### src/rtl/blk_pc_seq_pkg.sv
package blk_pc_seq_pkg;

  // Strobes from the control module to the datapath and the queue.
  typedef struct packed {
    logic loadPc;    // take target/length from queue head
    logic stepPc;    // advance one word, count down
    logic clearCnt;  // drop the block in progress
    logic setValid;
    logic clrValid;
    logic deq;       // pop queue head
    logic flushQ;    // empty the queue
  } seq_ctl_t;

endpackage

### src/rtl/blk_desc_queue.sv
module blk_desc_queue #(
  parameter int ADDR_W = 32,
  parameter int LEN_W  = 6,
  parameter int DEPTH  = 8
) (
  input  logic              clk,
  input  logic              rstN,
  input  logic              enqValid,
  input  logic [ADDR_W-1:0] enqTarget,
  input  logic [LEN_W-1:0]  enqLen,
  input  logic              deq,
  input  logic              flushQ,
  output logic              full,
  output logic              empty,
  output logic [ADDR_W-1:0] headTarget,
  output logic [LEN_W-1:0]  headLen
);
  localparam int PTR_W  = (DEPTH > 1) ? $clog2(DEPTH) : 1;
  localparam int CNT_W  = PTR_W + 1;
  localparam int DESC_W = ADDR_W + LEN_W;

  logic [DESC_W-1:0] slots [DEPTH];
  logic [PTR_W-1:0]  rdPtr, wrPtr;
  logic [CNT_W-1:0]  count;
  logic              doEnq, doDeq;

  assign full  = (count == CNT_W'(DEPTH));
  assign empty = (count == '0);
  assign doEnq = enqValid && !full && !flushQ;
  assign doDeq = deq && !empty && !flushQ;
  assign {headTarget, headLen} = slots[rdPtr];

  function automatic logic [PTR_W-1:0] nextPtr(input logic [PTR_W-1:0] p);
    if (p == PTR_W'(DEPTH - 1)) return '0;
    return p + PTR_W'(1);
  endfunction

  always_ff @(posedge clk) begin
    if (doEnq) slots[wrPtr] <= {enqTarget, enqLen};
  end

  always_ff @(posedge clk or negedge rstN) begin
    if (!rstN) begin
      rdPtr <= '0;
      wrPtr <= '0;
      count <= '0;
    end else if (flushQ) begin
      rdPtr <= '0;
      wrPtr <= '0;
      count <= '0;
    end else begin
      if (doEnq) wrPtr <= nextPtr(wrPtr);
      if (doDeq) rdPtr <= nextPtr(rdPtr);
      case ({doEnq, doDeq})
        2'b10:   count <= count + CNT_W'(1);
        2'b01:   count <= count - CNT_W'(1);
        default: count <= count;
      endcase
    end
  end

  AST_FULL_DROPS: assert property (@(posedge clk) disable iff (!rstN)
    (full && !deq && !flushQ) |=> (count == CNT_W'(DEPTH)));
  AST_FLUSH_EMPTIES: assert property (@(posedge clk) disable iff (!rstN)
    flushQ |=> empty);
  AST_DEPTH_BOUND: assert property (@(posedge clk) disable iff (!rstN)
    (count <= CNT_W'(DEPTH)));

endmodule

### src/rtl/blk_seq_control.sv
module blk_seq_control
  import blk_pc_seq_pkg::*;
(
  input  logic     stall,
  input  logic     flush,
  input  logic     cntZero,
  input  logic     qEmpty,
  output seq_ctl_t ctl
);
  always_comb begin
    ctl = '0;
    if (flush) begin
      ctl.clearCnt = 1'b1;
      ctl.clrValid = 1'b1;
      ctl.flushQ   = 1'b1;
    end else if (!stall) begin
      if (!cntZero) begin
        ctl.stepPc   = 1'b1;
        ctl.setValid = 1'b1;
      end else if (!qEmpty) begin
        ctl.loadPc   = 1'b1;
        ctl.deq      = 1'b1;
        ctl.setValid = 1'b1;
      end else begin
        ctl.clrValid = 1'b1;
      end
    end
  end
endmodule

### src/rtl/blk_seq_datapath.sv
module blk_seq_datapath
  import blk_pc_seq_pkg::*;
#(
  parameter int ADDR_W    = 32,
  parameter int LEN_W     = 6,
  parameter int WORD_STEP = 4
) (
  input  logic              clk,
  input  logic              rstN,
  input  seq_ctl_t          ctl,
  input  logic              stall,
  input  logic              flush,
  input  logic [ADDR_W-1:0] headTarget,
  input  logic [LEN_W-1:0]  headLen,
  output logic [ADDR_W-1:0] pcOut,
  output logic              pcValid,
  output logic              cntZero
);
  logic [ADDR_W-1:0] pcReg;
  logic [LEN_W-1:0]  remain;
  logic              validReg;

  assign pcOut   = pcReg;
  assign pcValid = validReg;
  assign cntZero = (remain == '0);

  always_ff @(posedge clk or negedge rstN) begin
    if (!rstN) begin
      pcReg    <= '0;
      remain   <= '0;
      validReg <= 1'b0;
    end else begin
      if (ctl.clearCnt) begin
        remain <= '0;
      end else if (ctl.loadPc) begin
        pcReg  <= headTarget;
        remain <= headLen;
      end else if (ctl.stepPc) begin
        pcReg  <= pcReg + ADDR_W'(WORD_STEP);
        remain <= remain - LEN_W'(1);
      end
      if (ctl.clrValid)      validReg <= 1'b0;
      else if (ctl.setValid) validReg <= 1'b1;
    end
  end

  AST_STALL_FREEZE: assert property (@(posedge clk) disable iff (!rstN)
    (stall && !flush) |=> ($stable(pcReg) && $stable(remain) && $stable(validReg)));
  AST_STEP_WORD: assert property (@(posedge clk) disable iff (!rstN)
    (!stall && !flush && !cntZero) |=> (pcReg == $past(pcReg) + ADDR_W'(WORD_STEP)));
  AST_FLUSH_INVALID: assert property (@(posedge clk) disable iff (!rstN)
    flush |=> (!validReg && cntZero));

endmodule

### src/rtl/blk_pc_sequencer.sv
module blk_pc_sequencer
  import blk_pc_seq_pkg::*;
#(
  parameter int ADDR_W    = 32,
  parameter int LEN_W     = 6,
  parameter int DEPTH     = 8,
  parameter int WORD_STEP = 4
) (
  input  logic              clk,
  input  logic              rstN,
  input  logic              enqValid,
  input  logic [ADDR_W-1:0] enqTarget,
  input  logic [LEN_W-1:0]  enqLen,
  output logic              enqFull,
  input  logic              stall,
  input  logic              flush,
  output logic [ADDR_W-1:0] pcOut,
  output logic              pcValid
);
  seq_ctl_t          ctl;
  logic              qEmpty, cntZero;
  logic [ADDR_W-1:0] headTarget;
  logic [LEN_W-1:0]  headLen;

  blk_desc_queue #(.ADDR_W(ADDR_W), .LEN_W(LEN_W), .DEPTH(DEPTH)) uQueue (
    .clk(clk), .rstN(rstN), .enqValid(enqValid), .enqTarget(enqTarget),
    .enqLen(enqLen), .deq(ctl.deq), .flushQ(ctl.flushQ), .full(enqFull),
    .empty(qEmpty), .headTarget(headTarget), .headLen(headLen)
  );

  blk_seq_control uCtl (
    .stall(stall), .flush(flush), .cntZero(cntZero), .qEmpty(qEmpty), .ctl(ctl)
  );

  blk_seq_datapath #(.ADDR_W(ADDR_W), .LEN_W(LEN_W), .WORD_STEP(WORD_STEP)) uDp (
    .clk(clk), .rstN(rstN), .ctl(ctl), .stall(stall), .flush(flush),
    .headTarget(headTarget), .headLen(headLen), .pcOut(pcOut),
    .pcValid(pcValid), .cntZero(cntZero)
  );

  AST_DEQ_LOADS: assert property (@(posedge clk) disable iff (!rstN)
    (!stall && !flush && cntZero && !qEmpty) |=> (pcValid && pcOut == $past(headTarget)));
  AST_EMPTY_WAIT: assert property (@(posedge clk) disable iff (!rstN)
    (!stall && !flush && cntZero && qEmpty) |=> (!pcValid && $stable(pcOut)));
  AST_FLUSH_WINS: assert property (@(posedge clk) disable iff (!rstN)
    (stall && flush) |=> !pcValid);

endmodule

### config.mk
export PLATFORM = sky130hd
export DESIGN_NAME = blk_pc_sequencer
export DESIGN_NICKNAME = d
export VERILOG_FILES = /design/src/rtl/blk_pc_seq_pkg.sv /design/src/rtl/blk_desc_queue.sv /design/src/rtl/blk_seq_control.sv /design/src/rtl/blk_seq_datapath.sv /design/src/rtl/blk_pc_sequencer.sv
export SDC_FILE = /design/constraint.sdc
export NUM_CORES = 1
export LEC_CHECK = 0
export ABC_CLOCK_PERIOD_IN_PS = 13600
export BUFFER_PORTS_ARGS = -buffer_cell sky130_fd_sc_hd__buf_4
export CAP_MARGIN = 20
export CORE_AREA = 10 10 182 184
export DETAILED_ROUTE_END_ITERATION = 8
export DIE_AREA = 0 0 192 194
export PLACE_DENSITY = 0.67
export SYNTH_ARGS = -nofsm -noshare
export SYNTH_HDL_FRONTEND = slang
export SYNTH_SLANG_ARGS = --single-unit
### constraint.sdc
create_clock -name clk -period 13.6 [get_ports clk]
set_input_delay 0.68 -clock clk [delete_from_list [all_inputs] [get_ports clk]]
set_output_delay 0.68 -clock clk [all_outputs]
set_load 0.02 [all_outputs]
# Yosys cells after proc, flatten, opt, wreduce, memory -nomap -nowiden
# Memories as Yosys holds them, arrays and structs flattened.
# Index checks and enable logic that the tools add are counted.
[word_totals]
regBits = 49
ramBits = 304
inputBits = 43
output_inout_bits = 34
elab_cells = 73
mem_count = 1
[classes]
add_sub_neg = 6
eq_ne = 5
mux = 38
bitwise = 1
reduce_logical = 16
[memory_table]
columns = ["name", "words", "word_bits", "rd", "rd_ports_with_merged_regs", "wr", "line_no", "rtl"]
rows = [
  ["uQueue.slots", 8, 38, 1, 0, 1, "blk_desc_queue.sv:22", "logic [DESC_W-1:0] slots [DEPTH];"],
]
[ops]
columns = ["op", "n"]
rows = [
  ["two-way mux 32 bit", 2],
  ["adder 32 x 3 -> 32 bit, second input constant", 1],
  ["two-way mux 3 bit", 9],
  ["two-way mux 1 bit", 19],
  ["two-way mux 6 bit", 3],
  ["one-hot mux 4 bit (2 select lines)", 1],
  ["nonzero test 2 bit", 4],
  ["adder 3 x 1 -> 3 bit, second input constant", 2],
  ["equality test 3 bit, second input constant", 2],
  ["logical NOT 6 bit", 1],
  ["two-way mux 2 bit", 3],
  ["nonzero test 3 bit", 2],
  ["subtractor 6 x 1 -> 6 bit, second input constant", 1],
  ["adder 4 x 1 -> 4 bit, second input constant", 1],
  ["equality test 4 bit, second input constant", 1],
  ["logical AND 1 bit", 4],
  ["logical NOT 4 bit", 1],
  ["two-way mux 4 bit", 1],
  ["subtractor 4 x 1 -> 4 bit, second input constant", 1],
  ["logical NOT 1 bit", 3],
  ["equality test 2 x 1 -> 1 bit, second input constant", 1],
  ["equality test 2 bit, second input constant", 1],
  ["AND reduction 2 bit", 1],
  ["inverter 1 bit", 1],
]

# Depth between registers and ports, before layout
[depth]
depth_word = 12
mapped_depth = 14
mapped_depth_nobuf = 13

# Hierarchy
# From an unflattened synthesis, not the netlist that was laid out.
[unflattened]
cells_unflattened = 814
area_unflattened_um2 = 14645.3
[modules_own_cells]
columns = ["mod", "n_inst", "cells_each", "area_each_um2", "seq_area_each_um2"]
rows = [
  ["blk_desc_queue", 1, 520, 12139.1, 9379.0],
  ["blk_seq_datapath", 1, 286, 2444.8, 975.9],
  ["blk_seq_control", 1, 8, 61.3, 0.0],
]

# Worst setup path before layout
# Ideal clock, no wire load.
[synth_timing]
path_type = "register to register"
startpoint = "register uQueue.count[3]"
endpoint = "memory uQueue.slots[0][0] (netlist bit) (enable)"
setup_ns = 0.480
arrival_ns = 3.917
t_required_ns = 13.120
slack_ns = 9.203
stages_incl_launch_ff = 6
path_buffers = 1
synth_period_minus_slack_ns = 4.397
path_cell_list = "dfrtp_1 > nor4b_1 > nand2b_1 > clkbuf_1 > or3_1 > nor3_1"
[synth_between]
elab_chain_len = 6
[synth_lines]
columns = ["element", "line_no", "rtl"]
rows = [
  ["from (decl)", "blk_desc_queue.sv:24", "logic [CNT_W-1:0] count;"],
  ["from (signal assigned)", "blk_desc_queue.sv:55", "2'b10: count <= count + CNT_W'(1);"],
  ["from (signal assigned)", "blk_desc_queue.sv:56", "2'b01: count <= count - CNT_W'(1);"],
  ["from (signal assigned)", "blk_desc_queue.sv:57", "default: count <= count;"],
  ["equality test 4 bit", "blk_desc_queue.sv:27", "assign full = (count == CNT_W'(DEPTH));"],
  ["named net enqFull", "blk_pc_sequencer.sv:14", "output logic enqFull,"],
  ["logical NOT 1 bit", "blk_desc_queue.sv:29", "assign doEnq = enqValid && !full && !flushQ;"],
  ["logical AND 1 bit (2 in series)", "blk_desc_queue.sv:29", ""],
  ["two-way mux 1 bit", "blk_desc_queue.sv:39", "if (doEnq) slots[wrPtr] <= {enqTarget, enqLen};"],
  ["two-way mux 1 bit (not written as such)", "blk_desc_queue.sv:39", ""],
  ["to (decl)", "blk_desc_queue.sv:22", ""],
]
# The timed path passes the listed nets, and every way through them passes these cells.

# Worst setup path after layout
[layout_timing]
startpoint = "register uDp.remain[1]"
endpoint = "register uQueue.count[3]"
[layout_between]
elab_chain_len = 9
word_cells_on_any_way = 11
cone_classes = "2 x eq/ne; 5 x mux; 4 x reduce/logical"
[layout_lines]
columns = ["element", "line_no", "rtl"]
rows = [
  ["from (decl)", "blk_seq_datapath.sv:20", "logic [LEN_W-1:0] remain;"],
  ["from (signal assigned)", "blk_seq_datapath.sv:37", "remain <= headLen;"],
  ["from (signal assigned)", "blk_seq_datapath.sv:40", "remain <= remain - LEN_W'(1);"],
  ["logical NOT 6 bit (*)", "blk_seq_datapath.sv:25", "assign cntZero = (remain == '0);"],
  ["two-way mux 2 bit (*)", "blk_seq_control.sv:17", "if (!cntZero) begin"],
  ["two-way mux 3 bit (*)", "blk_seq_control.sv:16", "end else if (!stall) begin"],
  ["two-way mux 1 bit (*)", "blk_seq_control.sv:12", "if (flush) begin"],
  ["logical AND 1 bit (*) (2 in series)", "blk_desc_queue.sv:30", "assign doDeq = deq && !empty && !flushQ;"],
  ["equality test 2 x 1 -> 1 bit or equality test 2 bit (tied branches)", "blk_desc_queue.sv:54", "case ({doEnq, doDeq})"],
  ["one-hot mux 4 bit (2 select lines)", "blk_desc_queue.sv:54", ""],
  ["two-way mux 4 bit", "blk_desc_queue.sv:47", "end else if (flushQ) begin"],
]
# Every way passes the cells marked *; elsewhere a longest branch is shown, timed or not.
# A chain may end at the register's enable or synchronous reset.

==> impl_results.md <==
* Setup TNS at 0 ps
* Clock tree buffer depth at 3
* RSZ-0062 raised after global routing: no
* Fmax at 0.227 GHz
* Total power at 2.71 mW
* Main synth FF type: edfxtp_1
* IO Port Bufs at 76
* Max rail drop VDD at 0.0909 mV
* #FFs+latches synth at 353
* Commonest non-fill, non-tap cell in the layout: edfxtp_1
* Routed wl met3 at 1.88 mm
* Number of synthesized flops with an enable pin at 304
* Synth warn at 0
* Vias in the first global route at 8013
* Std-Cell Rows at 63
* Max-Cap Viols at 0
* Final Hold Viols at 0
* Synthesized netlist cell count at 818
* HP Class: primary input to async pin
* DR top layer: met4
* Clock transition at the registers of the reported paths at 70 ps
* Root Driver: clkbuf_16
* Crit Path Max Fanout at 60
* Asr flop ratio synth at 0.139
* Static leakage at 5.52 nW
* Area Growth Syn to Fin at 14.9%
* Tmin final at 4400 ps
* Final Slew Violations at 0
* Post-CTS Setup Inserts at 0
* Initial antenna violation count at 0
* Via count at 7856
* Final-report setup violation count at 0
* Avg Vias per Cell at 5.94
* Register area at 0.0104 mm^2
* Crit end category: flip-flop
* Global Route Usage Sum at 0.171
* Worst slew pin tran at 1070 ps
* Synth area leader: edfxtp_1
* Worst endpoint required time at 13990 ps
* Die H at 194 um
* Final Net Count at 959
* Cells after DPL at 1256
* Met2 wire length at 15.9 mm
* Status: finished clean
* Share of the synthesized area in the top cell type at 0.629
* WL met1 at 13.8 mm
* Kind of critical path: flip-flop to flip-flop
* DP Wirelength at 18.0 mm
* Initial Util at 0.494
* Core box area at 0.0294 mm^2
* Netlist cell types at 59
* Hold buffers post-CTS at 0
* Crit path arrival time at 4790 ps
* Gpl congestion at 0.830
* Cts bufs inserted at 37
* CTS Sinks at 353
* Slew HR at 0.288
* Layout Utilization at 0.567
* Clk_lat worst skew at 520 ps
* DR WL/cell at 24.3 um
* PwrDens at 163 mW/mm^2
* ANT cells at 0
* Syn nets at 872
* Initial DRT Pass Iterations at 5
* First-pass GRT wire length at 49.1 mm
* Ports at 77
* Synth area leaders: edfxtp_1 (63%), mux4_2 (12%), dfrtp_1 (8.4%), mux2i_1 (2.0%), a21oi_1 (1.3%)
* Syn Area/Cell at 17.7 um^2
* Filler cells at 2251
* WL final at 32.1 mm
* Multi-input logic area at 0.00393 mm^2
* Share of layout cells above drive strength 1 at 0.270
* H-tree Lvls at 2
* Fin crit share at 0.323
* Die width at 192 um
* Final Skew at 12.8 ps
* Post_cts resized at 0
* Most frequent cells in the layout: edfxtp_1 (304), buf_4 (90), mux4_2 (76)
* Layout Cells excl Fill at 1322
* Antenna viol nets, final at 0
* Total gr overflow at 0
* Smallest hold slack at 191 ps
* DRC viols at 0
* CTS tree: done
* Cell Area, Synth at 0.0145 mm^2
* Setup crit start kind: flip-flop
* Largest net degree at the start of global routing at 69
* Iteration-0 DRC Markers at 652
* Die ar. at 0.0372 mm^2
* Sequential-to-total area share from yosys stat at 0.713
per-layer routing:
metal	global-route usage	vias up
li1	-	3484
met1	0.234	4120
met2	0.277	215
met3	0.0351	37
met4	0.0406	0
met5	0	-
where the power goes:
part | total [mW] | leakage (nW) | internal (mW) | switching (mW)
clock | 0.975 | 0.584 | 0.562 | 0.413
combinational | 0.415 | 1.59 | 0.168 | 0.247
sequential | 1.32 | 3.35 | 1.24 | 0.0888
total | 2.71 | 5.52 | 1.97 | 0.749
worst max-delay path: stages (launching register included):
cell	delay, ps
dfrtp_1	420
inv_1	90
ha_1	160
nor2b_1	350
nand4_4	770
inv_2	830
ha_1	360
ha_1	300
a31o_2	260
a221oi_1	270
o21ai_0	160
xnor2_1	140
nor2b_1	130
state kept, by name (all words and copies together), names as in the netlist:
register / count
uQueue.slots: 304
uDp.pcOut: 32
uDp.remain: 6
uQueue.count: 4
uQueue.rdPtr: 3
uQueue.wrPtr: 3
uDp.pcValid: 1
metrics by stage:
stage	cell area, um^2	setup WS [ps]
finish	16700	9200
floorplan	14500	9200
detailed placement	15500	9060
global route	16700	8790
global placement	15500	9190
CTS	16700	9240
cell usage after synthesis, types with 3 or more instances:
| cell | count |
|---|---|
| o21ai_1 | 4 |
| and4_1 | 4 |
| buf_2 | 14 |
| a211oi_1 | 6 |
| nand3_1 | 15 |
| nand2b_1 | 6 |
| mux2_2 | 6 |
| a31oi_1 | 11 |
| edfxtp_1 | 304 |
| o221ai_1 | 3 |
| a2bb2oi_1 | 5 |
| dfrtp_1 | 49 |
| or3_1 | 4 |
| buf_4 | 11 |
| clkbuf_1 | 10 |
| a21oi_1 | 38 |
| buf_6 | 4 |
| buf_1 | 3 |
| mux4_2 | 76 |
| inv_1 | 11 |
| o31ai_1 | 5 |
| xor2_1 | 4 |
| ha_1 | 11 |
| nor4_1 | 6 |
| nor3_1 | 9 |
| mux2i_1 | 29 |
| o22ai_1 | 3 |
| nor2_1 | 47 |
| nand4_1 | 11 |
| nand2_1 | 41 |
| o21ai_0 | 21 |
| o22a_1 | 4 |
| nor2b_1 | 10 |
cells by family after synthesis:
logic type | synth area share
AO/OA/AOI/OAI | 0.0531
XOR/XNOR | 0.00302
adder cells (fa/ha/maj) | 0.00948
buffers and inverters | 0.0201
flip-flops | 0.713
multiplexers | 0.143
AND/OR/NAND/NOR | 0.0584
cell type report:
cell class                 instances  area share
sequential                       353       0.621
multi-input combinational        411       0.235
clock inverter                    22      0.0120
clock buffer                      44      0.0589
timing repair buffer              90      0.0405
tap                              390      0.0292
inverter                          12     0.00270
final timing paths:
path,from,to,slack [ps],depth (start not counted)
worst max-delay path,uDp.remain[1],uQueue.count[3],9200,12
worst min-delay path,rstN,uQueue.count[2],190,1
worst max register to register,uDp.remain[1],uQueue.count[3],9200,12
worst min register to register,uDp.pcOut[1],uDp.pcOut[1],490,2
max in group asynchronous,rstN,uQueue.rdPtr[0],12870,1
min in group clk,enqTarget[30],uQueue.slots[1][36],390,1
Note: power is estimated with default switching activity, not from simulation.
